$ cat src/rtl/mgmt_checked_access.sv
module mgmt_checked_access #(
  parameter int CNT_W = 4,
  parameter logic [9:0] CTRL_ADDR = 10'h33A,
  parameter logic [9:0] CHK_ADDR  = 10'h339
) (
  input  logic             clk,
  input  logic             rst_n,
  input  logic             req_valid,
  input  logic             req_write,
  input  logic [4:0]       req_phy,
  input  logic [4:0]       req_reg,
  input  logic [15:0]      req_wdata,
  input  logic [CNT_W-1:0] cfg_retries,
  output logic             busy,
  output logic             done,
  output logic             err,
  output logic [15:0]      rdata,
  output logic             cmd_start,
  output logic             cmd_write,
  output logic [4:0]       cmd_phy,
  output logic [4:0]       cmd_reg,
  output logic [15:0]      cmd_wdata,
  input  logic             cmd_done,
  input  logic             cmd_buserr,
  input  logic [15:0]      cmd_rdata
);

  typedef enum logic [2:0] {S_IDLE, S_EN, S_XFER, S_SUMW, S_SUMR} st_t;

  st_t              st;
  logic             wr_q;
  logic [9:0]       addr_q;
  logic [15:0]      wdata_q;
  logic [CNT_W-1:0] lim_q, tries_q;

  function automatic logic [7:0] csum(input logic [15:0] d, input logic [9:0] a, input logic [1:0] op);
    logic [7:0] s;
    for (int i = 0; i < 8; i++) begin
      s[i] = d[i] ^ d[i+8] ^ a[i];
      if (i < 2)      s[i] = s[i] ^ a[i+8];
      else if (i < 4) s[i] = s[i] ^ op[i-2];
    end
    return s;
  endfunction

  logic [7:0]       sum_q;
  logic [CNT_W-1:0] eff_lim;
  logic             mism, last;
  logic [9:0]       cmd_addr;

  assign sum_q   = wr_q ? csum(wdata_q, addr_q, 2'b01) : csum(rdata, addr_q, 2'b10);
  assign mism    = wr_q ? cmd_rdata[8] : (cmd_rdata != {8'h00, sum_q});
  assign eff_lim = (lim_q == '0) ? CNT_W'(1) : lim_q;
  assign last    = ({1'b0, tries_q} + 1'b1) >= {1'b0, eff_lim};
  assign busy    = (st != S_IDLE);

  always_comb begin
    cmd_write = 1'b0;
    cmd_addr  = CHK_ADDR;
    cmd_wdata = '0;
    case (st)
      S_EN:   begin cmd_write = 1'b1; cmd_addr = CTRL_ADDR; cmd_wdata = 16'h0001; end
      S_XFER: begin cmd_write = wr_q; cmd_addr = addr_q; cmd_wdata = wr_q ? wdata_q : '0; end
      S_SUMW: begin cmd_write = 1'b1; cmd_wdata = {8'h00, sum_q}; end
      default: ;
    endcase
  end
  assign {cmd_phy, cmd_reg} = cmd_addr;

  always_ff @(posedge clk) begin
    if (!rst_n) begin
      st <= S_IDLE; wr_q <= 1'b0; addr_q <= '0; wdata_q <= '0;
      lim_q <= '0; tries_q <= '0; rdata <= '0;
      done <= 1'b0; err <= 1'b0; cmd_start <= 1'b0;
    end else begin
      done      <= 1'b0;
      cmd_start <= 1'b0;
      case (st)
        S_IDLE: if (req_valid) begin
          wr_q <= req_write; addr_q <= {req_phy, req_reg}; wdata_q <= req_wdata;
          lim_q <= cfg_retries; tries_q <= '0; err <= 1'b0;
          st <= S_EN; cmd_start <= 1'b1;
        end
        default: if (cmd_done) begin
          if (cmd_buserr) begin
            st <= S_IDLE; done <= 1'b1; err <= 1'b1;
          end else begin
            case (st)
              S_EN:   begin st <= S_XFER; cmd_start <= 1'b1; end
              S_XFER: begin
                if (!wr_q) rdata <= cmd_rdata;
                st <= wr_q ? S_SUMW : S_SUMR; cmd_start <= 1'b1;
              end
              S_SUMW: begin st <= S_SUMR; cmd_start <= 1'b1; end
              default: begin
                if (!mism) begin
                  st <= S_IDLE; done <= 1'b1; err <= 1'b0;
                end else if (last) begin
                  st <= S_IDLE; done <= 1'b1; err <= 1'b1;
                end else begin
                  tries_q <= tries_q + 1'b1; st <= S_EN; cmd_start <= 1'b1;
                end
              end
            endcase
          end
        end
      endcase
    end
  end

  AST_ENABLE_FIRST: assert property (@(posedge clk) disable iff (!rst_n)
    (req_valid && !busy) |=> (cmd_start && cmd_write && {cmd_phy, cmd_reg} == CTRL_ADDR && cmd_wdata == 16'h0001));
  AST_BUSERR_ABORT: assert property (@(posedge clk) disable iff (!rst_n)
    (busy && cmd_done && cmd_buserr) |=> (done && err && !busy && !cmd_start));
  AST_HOLD_WHILE_BUSY: assert property (@(posedge clk) disable iff (!rst_n)
    (busy && !cmd_done) |=> $stable({cmd_write, cmd_phy, cmd_reg, cmd_wdata}));
  AST_DONE_PULSE: assert property (@(posedge clk) disable iff (!rst_n)
    done |=> !done);
  AST_DONE_IDLE: assert property (@(posedge clk) disable iff (!rst_n)
    done |-> !busy);
  AST_SINGLE_START: assert property (@(posedge clk) disable iff (!rst_n)
    cmd_start |=> !cmd_start);
endmodule

$ cat config.mk
export PLATFORM = sky130hd
export DESIGN_NAME = mgmt_checked_access
export DESIGN_NICKNAME = d
export VERILOG_FILES = /design/src/rtl/mgmt_checked_access.sv
export SDC_FILE = /design/constraint.sdc
export NUM_CORES = 1
export LEC_CHECK = 0
export BUFFER_PORTS_ARGS = -buffer_cell sky130_fd_sc_hd__buf_4
export CAP_MARGIN = 20
export CORE_MARGIN = 8
export CORE_UTILIZATION = 52
export DETAILED_ROUTE_END_ITERATION = 8
export HOLD_SLACK_MARGIN = 0.1
export PLACE_DENSITY = 0.89
export RECOVER_POWER = 25
export SKIP_CTS_REPAIR_TIMING = 1
export SLEW_MARGIN = 30
export SYNTH_ARGS = -nofsm -noshare
export SYNTH_HDL_FRONTEND = slang
export SYNTH_SLANG_ARGS = --single-unit
$ cat constraint.sdc
create_clock -name clk -period 2.77 [get_ports clk]
set_input_delay 0.277 -clock clk [delete_from_list [all_inputs] [get_ports clk]]
set_output_delay 0.277 -clock clk [all_outputs]
set_load 0.03 [all_outputs]
==> flow_summary.ini <==
[status]
status = completed

[drt]
dr.pass1.iters = 5
drc_errors = 0
drt-initial-drc-count = 213
route.met2.wl_um = 4660
routed-wl-met3_um = 755
vias_per_cell = 5.51
routed_wl_um = 9840
highest_layer = met4
vias = 3251
met1_length_um = 4050
wl_per_cell_um = 16.7
drtAntennaViolNets = 0

[clocking]
h-tree-depth = 3
insertion_delay_ps = 350
cts-buffers-inserted = 9
numClockSinks = 57
root_buffer = clkbuf_8
cts_buffer_depth = 2
clkTransAtPathRegs_ps = 70
cts_tree = built

[timing]
maxSlewViolCount = 0
slew-limit-headroom_pct = 56.3
fmax_ghz = 0.401
min_period_over_period_pct = 90.0
period_needed_ps = 2490
skew_ps = 6.37
rsz0062_at_grt = no
worstMarginPinSlew_ps = 654
tns_ps = 0
final-setup-viol-count = 0
hold_viol = 0

[global_routing]
grt_max_degree = 62
antenna_found_initial = 0
grt_first_pass_wirelength_um = 15600
grt_pass1_vias = 3293
grtUsageTotal_pct = 21.7
grt_overflow = 0

[placement]
place.gp.congestion = 0.889
hpwl_um = 7230
port_buffers = 98
place_area_um2 = 4070

[final_layout]
drive_gt1_share_pct = 19.7
fin_nets = 565
syn_to_final_growth_pct = 27.9
layout_common_cells = 117 x nand2_1, 80 x buf_4, 57 x dfxtp_1
fin_area_um2 = 4220
layout_commonest_cell = nand2_1
n_antenna_cell = 0

[yosys]
async_flop_share_pct = 0
synth-seq-area-share_pct = 34.6
ys_ff_latch = 57
synth_flop_cell = dfxtp_1
synth-edff-count = 0
syn-num-nets = 478
syn_area_um2 = 3300
avgSynthCellArea_um2 = 7.84
synth_cell_type_count = 43
syn_inst = 421
synth_warnings = 0

[power]
ir_worst_vdd_mv = 0.326
total_power_w = 0.00224
leakagePower_nw = 1.79
power_density_nw_per_um2 = 531

[worst_setup_path]
critical_path_class = reg2out
arrival_ps = 2220
cp-start-kind = flop
worstPathMaxFanout = 14
critPathCaptureType = output pin
worstPathRequired_ps = 2490

[min_path]
worstHoldPathType = in2reg

[floorplan]
fp-row-count = 29
coreArea_um2 = 6240
start_util_pct = 52.9
io_pins = 99
die_y_um = 95.7
die-area_um2 = 9160
fp.dieW_um = 95.7

[job]
drv_cap = 0
-- final timing paths --
path	from	to	slack (ps)	cells past startpoint
worst min-delay path	req_wdata[10]	wdata_q[10]	180	3
worst max register to register	wr_q	tries_q[0]	360	7
worst min register to register	lim_q[2]	lim_q[2]	470	2
worst max-delay path	wr_q	cmd_wdata[0]	280	7
-- kinds of logic (layout without fill, tap and decap cells) --
kind of cell               Yosys count  count (layout)  share of synthesized area, %
DFF                                 57              57                          34.6
buffers and inverters               35             127                          4.17
xor gates and xnor gates            47              47                          13.1
adders and majority gates            5               5                          1.89
AOI/OAI and AO/OA                   89              89                          19.9
muxes                               10              10                          3.03
and+or+nand+nor                    178             178                          23.3
-- registers in the layout, summed over array words and instances, names as in the netlist, 3 cells and up --
register,flops
addr_q,10
lim_q,4
rdata,16
st,3
tries_q,4
wdata_q,16
-- per-layer routing --
layer	global-route usage, %	up-vias
met2	35.4	149
met1	25.8	1496
li1	-	1571
met5	0	-
met3	5.75	35
met4	10.4	0
-- where the power goes --
part | internal, W | total, W | switching [W]
logic | 0.000187 | 0.000432 | 0.000245
clock network | 0.000552 | 0.000901 | 0.000349
registers | 0.000861 | 0.000908 | 0.0000469
total | 0.00160 | 0.00224 | 0.000642
-- through the flow --
step / instances / hold slack, ps / utilization, % / setup WS [ps]
final: 590 / 176 / 67.7 / 276
after global routing: 590 / 194 / 67.7 / 219
after CTS: 590 / 181 / 68.9 / 396
after detailed placement: 574 / 459 / 65.3 / 413
after global placement: 574 / 457 / 65.3 / 495
after floorplan: 421 / 412 / - / 647
-- final cells by class --
cell class	instances	area, um2
multi-input combinational	329	2020
clock buffer	11	151
fill	505	2020
inverter	9	33.8
clock inverter	5	77.6
sequential	57	1140
timing repair buffer	102	699
tap	77	96.3
-- synthesized netlist by cell type, types with 2 or more instances --
| master | n | area (um2) |
|---|---|---|
| nand2_1 | 117 | 439 |
| dfxtp_1 | 57 | 1140 |
| xnor2_1 | 26 | 228 |
| a21boi_0 | 25 | 188 |
| clkbuf_1 | 23 | 86.3 |
| a21boi_1 | 22 | 165 |
| xor2_1 | 19 | 166 |
| nand3_1 | 13 | 65.1 |
| o21ai_0 | 13 | 65.1 |
| and2_1 | 12 | 75.1 |
| nor2_1 | 12 | 45.0 |
| mux2i_1 | 10 | 100 |
| inv_1 | 8 | 30.0 |
| a21oi_1 | 7 | 35.0 |
| nor2b_1 | 6 | 37.5 |
| ha_1 | 5 | 62.6 |
| nand2b_1 | 5 | 31.3 |
| nor3_1 | 4 | 20.0 |
| o2111ai_1 | 4 | 35.0 |
| or3_1 | 4 | 25.0 |
| a31oi_1 | 2 | 12.5 |
| a32oi_1 | 2 | 17.5 |
| and3_1 | 2 | 12.5 |
| buf_2 | 2 | 10.0 |
| nor4_1 | 2 | 12.5 |
| o21a_1 | 2 | 15.0 |
-- critical path: stages (launching register included) --
cell     delay (ps)
dfxtp_1         310
inv_1           440
mux2i_1         370
xnor2_1         170
nand2_1          90
a32oi_1         220
nor2_1           70
buf_4           190
(Power assumes the default switching activity.)
